`config.mk`:
```
export PLATFORM = sky130hd
export DESIGN_NAME = byte_class_marker
export DESIGN_NICKNAME = d
export VERILOG_FILES = /design/src/rtl/bclass_pkg.sv /design/src/rtl/bclass_terms.sv /design/src/rtl/bclass_pair.sv /design/src/rtl/bclass_mask.sv /design/src/rtl/byte_class_marker.sv
export SDC_FILE = /design/constraint.sdc
export NUM_CORES = 2
export LEC_CHECK = 0
export BUFFER_PORTS_ARGS = -buffer_cell sky130_fd_sc_hd__buf_4
export CELL_PAD_IN_SITES_DETAIL_PLACEMENT = 0
export CELL_PAD_IN_SITES_GLOBAL_PLACEMENT = 1
export CORE_AREA = 2 2 710 712
export CTS_CLUSTER_DIAMETER = 120
export DETAILED_ROUTE_END_ITERATION = 6
export DIE_AREA = 0 0 712 714
export PLACE_DENSITY_LB_ADDON = 0.1
export SLEW_MARGIN = 20
export SYNTH_ARGS = -nofsm -noshare
export SYNTH_HDL_FRONTEND = slang
export SYNTH_HIERARCHICAL = 1
export SYNTH_SLANG_ARGS = --single-unit
```
`constraint.sdc`:
```
create_clock -name clk -period 0.8 [get_ports clk]
set_input_delay 0.16 -clock clk [delete_from_list [all_inputs] [get_ports clk]]
set_output_delay 0.16 -clock clk [all_outputs]
set_load 0.005 [all_outputs]
```
`src/rtl/bclass_pkg.sv`:
```
package bclass_pkg;
  // Index of each class inside the shared class bundle
  typedef enum int {
    CL_LT    = 0,
    CL_GT    = 1,
    CL_DIGIT = 2,
    CL_CTRL  = 3,
    CL_SEMI  = 4
  } class_idx_e;

  localparam int NUM_SINGLE = 5;
  localparam int NUM_PLANES = 8;
endpackage

```
`src/rtl/bclass_terms.sv`:
```
module bclass_terms
  import bclass_pkg::*;
#(
  parameter int LANES = 128
) (
  input  logic [NUM_PLANES-1:0][LANES-1:0] planes,
  output logic [NUM_SINGLE-1:0][LANES-1:0] single,
  output logic [LANES-1:0]                 amp,
  output logic [LANES-1:0]                 hash
);
  logic [LANES-1:0] b0, b1, b2, b3, b4, b5, b6, b7;
  logic [LANES-1:0] hi_or01, hi_and23, hi_is3, lo_and45, lo_or67;
  logic [LANES-1:0] lo_is_c, lo_6n7, lo_is_e, hi_is2, lo_bits_11;

  assign b0 = planes[0];
  assign b1 = planes[1];
  assign b2 = planes[2];
  assign b3 = planes[3];
  assign b4 = planes[4];
  assign b5 = planes[5];
  assign b6 = planes[6];
  assign b7 = planes[7];

  // Shared terms
  assign hi_or01  = b0 | b1;
  assign hi_and23 = b2 & b3;
  assign hi_is3   = hi_and23 & ~hi_or01;           // upper nibble 0x3
  assign hi_is2   = b2 & ~b3 & ~hi_or01;           // upper nibble 0x2
  assign lo_and45 = b4 & b5;
  assign lo_or67  = b6 | b7;
  assign lo_is_c  = lo_and45 & ~lo_or67;           // lower nibble 0xC
  assign lo_6n7   = b6 & ~b7;
  assign lo_is_e  = lo_and45 & lo_6n7;             // lower nibble 0xE
  assign lo_bits_11 = b6 & b7;

  always_comb begin
    single           = '0;
    single[CL_LT]    = hi_is3 & lo_is_c;
    single[CL_GT]    = hi_is3 & lo_is_e;
    single[CL_CTRL]  = ~(hi_or01 | b2);
    single[CL_DIGIT] = hi_is3 & ~(b4 & (b5 | b6));
    single[CL_SEMI]  = hi_is3 & b4 & ~b5 & lo_bits_11;
  end

  assign amp  = hi_is2 & ~b4 & b5 & lo_6n7;        // 0x26
  assign hash = hi_is2 & ~b4 & ~b5 & lo_bits_11;   // 0x23
endmodule

```
`src/rtl/bclass_pair.sv`:
```
module bclass_pair #(
  parameter int LANES = 128
) (
  input  logic [LANES-1:0] amp,
  input  logic [LANES-1:0] hash,
  input  logic             carry_in,
  output logic [LANES-1:0] pair
);
  logic [LANES-1:0] amp_shifted;

  // Move each '&' one position up; the vacated bit 0 takes the carry
  assign amp_shifted = {amp[LANES-2:0], carry_in};
  assign pair        = hash & amp_shifted;
endmodule

```
`src/rtl/bclass_mask.sv`:
```
module bclass_mask #(
  parameter int LANES = 128,
  parameter int CNT_W = $clog2(LANES + 1)
) (
  input  logic [CNT_W-1:0] count,
  output logic [LANES-1:0] mask
);
  for (genvar g = 0; g < LANES; g++) begin : g_lane
    assign mask[g] = (count > CNT_W'(g));
  end
endmodule

```
`src/rtl/byte_class_marker.sv`:
```
module byte_class_marker
  import bclass_pkg::*;
#(
  parameter int LANES = 128,
  parameter int CNT_W = $clog2(LANES + 1)
) (
  input  logic                             clk,
  input  logic                             rst_n,
  input  logic                             in_valid,
  input  logic [CNT_W-1:0]                 in_count,
  input  logic [NUM_PLANES-1:0][LANES-1:0] in_planes,
  output logic                             out_valid,
  output logic [LANES-1:0]                 out_lt,
  output logic [LANES-1:0]                 out_gt,
  output logic [LANES-1:0]                 out_digit,
  output logic [LANES-1:0]                 out_ctrl,
  output logic [LANES-1:0]                 out_semi,
  output logic [LANES-1:0]                 out_pair
);
  logic [NUM_SINGLE-1:0][LANES-1:0] single_raw, single_q, single_d;
  logic [LANES-1:0] amp, hash, pair_raw, pair_q, pair_d, mask;
  logic carry_q, carry_d, valid_q, valid_d;

  bclass_terms #(.LANES(LANES)) u_terms (
    .planes(in_planes), .single(single_raw), .amp(amp), .hash(hash)
  );

  bclass_pair #(.LANES(LANES)) u_pair (
    .amp(amp), .hash(hash), .carry_in(carry_q), .pair(pair_raw)
  );

  bclass_mask #(.LANES(LANES), .CNT_W(CNT_W)) u_mask (
    .count(in_count), .mask(mask)
  );

  // Next state
  always_comb begin
    valid_d  = in_valid;
    single_d = single_q;
    pair_d   = pair_q;
    carry_d  = carry_q;
    if (in_valid) begin
      for (int c = 0; c < NUM_SINGLE; c++) single_d[c] = single_raw[c] & mask;
      pair_d  = pair_raw & mask;
      carry_d = amp[LANES-1] & mask[LANES-1];
    end
  end

  // Registers
  always_ff @(posedge clk or negedge rst_n) begin
    if (!rst_n) begin
      valid_q  <= 1'b0;
      single_q <= '0;
      pair_q   <= '0;
      carry_q  <= 1'b0;
    end else begin
      valid_q  <= valid_d;
      single_q <= single_d;
      pair_q   <= pair_d;
      carry_q  <= carry_d;
    end
  end

  assign out_valid = valid_q;
  assign out_lt    = single_q[CL_LT];
  assign out_gt    = single_q[CL_GT];
  assign out_digit = single_q[CL_DIGIT];
  assign out_ctrl  = single_q[CL_CTRL];
  assign out_semi  = single_q[CL_SEMI];
  assign out_pair  = pair_q;

  // Checks
  AST_VALID_LAT: assert property (@(posedge clk) disable iff (!rst_n) in_valid |=> out_valid);
  AST_VALID_DROP: assert property (@(posedge clk) disable iff (!rst_n) !in_valid |=> !out_valid);
  AST_HOLD: assert property (@(posedge clk) disable iff (!rst_n)
    !in_valid |=> ($stable(out_lt) && $stable(out_digit) && $stable(out_pair)));
  AST_CLASS_EXCL: assert property (@(posedge clk) disable iff (!rst_n)
    ((out_lt & out_gt) | (out_digit & out_ctrl) | (out_semi & out_pair) | (out_lt & out_digit)) == '0);
  AST_MASK: assert property (@(posedge clk) disable iff (!rst_n)
    in_valid |=> ((out_lt | out_gt | out_digit | out_ctrl | out_semi | out_pair) & ~$past(mask)) == '0);
  AST_CARRY_FIRST: assert property (@(posedge clk) disable iff (!rst_n)
    (in_valid && !carry_q) |=> !out_pair[0]);
  always @(posedge clk) begin
    if (!rst_n) AST_RESET_IDLE: assert (!out_valid && out_pair == '0);
  end
endmodule

```
==> results.py <==
metrics = {
    "run_status": {
        "outcome": "complete, but fails checks",
        "failing_checks": "hold timing, setup timing",
    },
    "worst_hold_path": {
        "holdCritStartpoint": "in_planes[467]",
        "hold_path_class": "in -> reg",
        "hold_path_depth": 5,
    },
    "power": {
        "total_leakage_power_nw": 45.54,
        "power.total_w": 0.1304,
        "ir_worst_vdd_v": 0.001165,
        "p_per_area_mw_per_mm2": 1203,
    },
    "worst_setup_path": {
        "critical_path_class": "in -> reg",
        "timing.rr.start": "out_digit[124]",
        "cp-startpoint": "in_valid",
        "worst_ep_arrival_time_ps": 2540,
        "critPathLaunchType": "primary input",
        "worst-endpoint-required_ps": 1530,
        "critical_path.max_fanout": 25,
        "critPathCaptureType": "register",
        "reg2reg_depth": 4,
    },
    "timing": {
        "fin_crit_sh": 2.256,
        "final.setup_skew_ps": 3.993,
        "finalSetupViolCount": 1670,
        "worst_slew_pin_slew_ps": 988.8,
        "post-route-min-period_ps": 1804,
        "worst_slack_ps": -1004,
        "worst_slew_slack_as_a_fraction_of_its_limit": 0.3386,
        "unrepaired_setup_endpoints_after_global_routing": "true",
        "final-hold-violation-count": 198,
        "drv_slew": 0,
        "achievable-frequency_mhz": 554.2,
        "holdWs_ps": -245.9,
    },
    "global_routing": {
        "grt-ovfl-total": 0,
        "antenna_found_initial": 116,
        "grt_first_pass_wirelength_mm": 564.8,
        "grt_use_total": 0.1609,
        "grt_max_degree": 68,
        "grt_pass1_vias": 65040,
    },
    "clock_tree": {
        "clk_pin_slew_worst_paths_ps": 60,
        "htree_num_levels": 4,
        "clock-root-buffer": "sky130_fd_sc_hd__clkbuf_16",
        "tritoncts": "done",
        "worstSkewPairLatency_ps": 820,
        "cts.sinks": 770,
        "tritoncts.num_buffers": 135,
        "cts_max_path_buffers": 4,
    },
    "run": {
        "maxCapViolations": 0,
    },
    "cells_and_area": {
        "final_layout_net_count": 11270,
        "share_of_cells_above_drive_strength_1": 0.4790,
        "finish.instance_area_mm2": 0.1084,
        "area_delta_synth_final_pct": 134.7,
        "layout_common_cells": "sky130_fd_sc_hd__buf_4 (2778), sky130_fd_sc_hd__dlygate4sd3_1 (940), sky130_fd_sc_hd__buf_6 (809), sky130_fd_sc_hd__inv_1 (800), sky130_fd_sc_hd__dfrtp_1 (705)",
        "layout.cells.most_common": "sky130_fd_sc_hd__buf_4",
    },
    "placement": {
        "place.gp.congestion": 0.8612,
        "port-buffer-count": 1803,
        "dp_worst_setup_slack_ps": -1444,
        "dp_hpwl_mm": 365.0,
        "dpl-instance-area_mm2": 0.08211,
    },
    "synthesis": {
        "post_synthesis_instance_total": 5465,
        "mappedNetlistArea_mm2": 0.04620,
        "synth_area_leaders": "sky130_fd_sc_hd__dfrtp_1 (42%), sky130_fd_sc_hd__o21ai_0 (9.1%), sky130_fd_sc_hd__nand3_1 (8.4%)",
        "synth_top_flop_cell": "sky130_fd_sc_hd__dfrtp_1",
        "synthesized_netlist_net_count": 6500,
        "yosys_warnings": 6,
        "synth_area_leader_cell": "sky130_fd_sc_hd__dfrtp_1",
        "yosys_register_bits": 770,
        "syn_avg_cell_area_um2": 8.453,
        "synth.yosys.seq_area_share": 0.4171,
        "netlist-cell-type-count": 67,
        "count_of_flip_flops_with_a_built_in_enable_after_synthesis": 0,
        "asyncSetResetFlopFracSynth": 1.000,
        "synth_top_area_frac": 0.4171,
    },
    "drt": {
        "num_vias": 60970,
        "post_drt_wl_per_cell_um": 25.15,
        "detail_route.wirelength_mm": 428.7,
        "drt_pass1_iterations": 5,
        "detailedRoute.firstIterationViolations": 2273,
        "postRouteAntennaNets": 0,
        "post_drt_via_cell_ratio": 3.576,
        "route.detailed.drc": 0,
    },
    "floorplanning": {
        "num_io_pins": 1804,
        "floorplan.core_area_mm2": 0.5003,
        "fp.dieArea_mm2": 0.5084,
        "die_width_um": 712,
        "chipHeight_um": 714,
        "initial_cell_density_of_the_core": 0.09233,
        "num_rows": 260,
    },
}
==> Yosys cell counts (68+ instances only) <==
library cell                number
sky130_fd_sc_hd__nand2b_1      127
sky130_fd_sc_hd__inv_1         830
sky130_fd_sc_hd__o21a_1        106
sky130_fd_sc_hd__nor4b_1        96
sky130_fd_sc_hd__dfrtp_1       770
sky130_fd_sc_hd__nand3b_1       68
sky130_fd_sc_hd__o21ai_0       841
sky130_fd_sc_hd__nand3_1       773
sky130_fd_sc_hd__nor2_1        159
sky130_fd_sc_hd__nand2_1       188
sky130_fd_sc_hd__buf_6          86
sky130_fd_sc_hd__nand4bb_1     156
sky130_fd_sc_hd__nor4_1        212
sky130_fd_sc_hd__nor3_1        292
sky130_fd_sc_hd__and2_1        159
==> power by group <==
group | leakage, nW | switching (W) | internal (W)
combinational | 32.9 | 0.0137 | 0.0166
sequential | 10.6 | 0.000478 | 0.0395
clock | 2.10 | 0.0245 | 0.0356
==> final cells by class <==
type	instances	area [um2]
multi-input combinational	3655	28130
sequential	770	19350
timing repair buffer	4836	45030
antenna	46	115.1
inverter	833	3163
fill	55600	391900
clock buffer	198	3887
tap	6681	8359
clock inverter	31	404.1
==> cells by family (layout without fill, tap and decap cells) <==
kind of cell           Yosys count  in the layout  synth area share
and+or+nand+nor               2642           2642            0.3640
other                            0             46                 0
DFF                            770            770            0.4171
AOI/OAI and AO/OA             1013           1013            0.1183
buffers and inverters         1040           5898            0.1006
==> per-layer routing <==
metal,track usage,vias up,share of wire,wire length (um)
met1,0.1703,29870,0.37,159800
met3,0.04992,472,0.066,28430
met2,0.3057,1437,0.53,227500
li1,-,29100,-,-
met5,0,-,0.0013,571
met4,0.04094,90,0.029,12360
==> worst max-delay path, stage by stage <==
cell and delay, ps:
sky130_fd_sc_hd__buf_8 70, sky130_fd_sc_hd__dlygate4sd3_1 1190, sky130_fd_sc_hd__buf_4 540, sky130_fd_sc_hd__buf_4 320, sky130_fd_sc_hd__nand3_1 100, sky130_fd_sc_hd__o21ai_0 110
==> timing repair <==
| action | in CTS | in global routing |
|---|---|---|
| resized for setup | 1213 | 951 |
| hold endpoints to repair | 1540 | 557 |
| endpoints found under the setup margin | 1366 | 1991 |
| cloned | 2 | 3 |
| buffers inserted | 221 | 203 |
| hold buffers | 1001 | 346 |
| pin swaps | 61 | 322 |
==> through the flow <==
stage               utilization  setup TNS, ps  std cells
finish                   0.2167       -1218610      17050
global route             0.2166       -1269540      17030
CTS                      0.2050       -1502650      16850
detailed placement       0.1641        -872380      15410
global placement         0.1641        -874640      15410
floorplan                     -        -282880       5465
==> sequential cells by signal (all words and copies together), names as in the netlist <==
name,count
out_ctrl,128
out_digit,128
out_gt,128
out_lt,128
out_pair,128
out_semi,128
carry_q,1
out_valid,1
==> final timing paths <==
path                             endpoint  slack, ps
max                         out_semi[105]      -1000
min                            out_lt[83]       -250
max reg2reg                out_digit[124]        -90
min reg2reg                       carry_q        500
max in group asynchronous    out_pair[73]       -560
min in group asynchronous    out_semi[93]        120
Note: power is estimated with default switching activity, not from simulation.
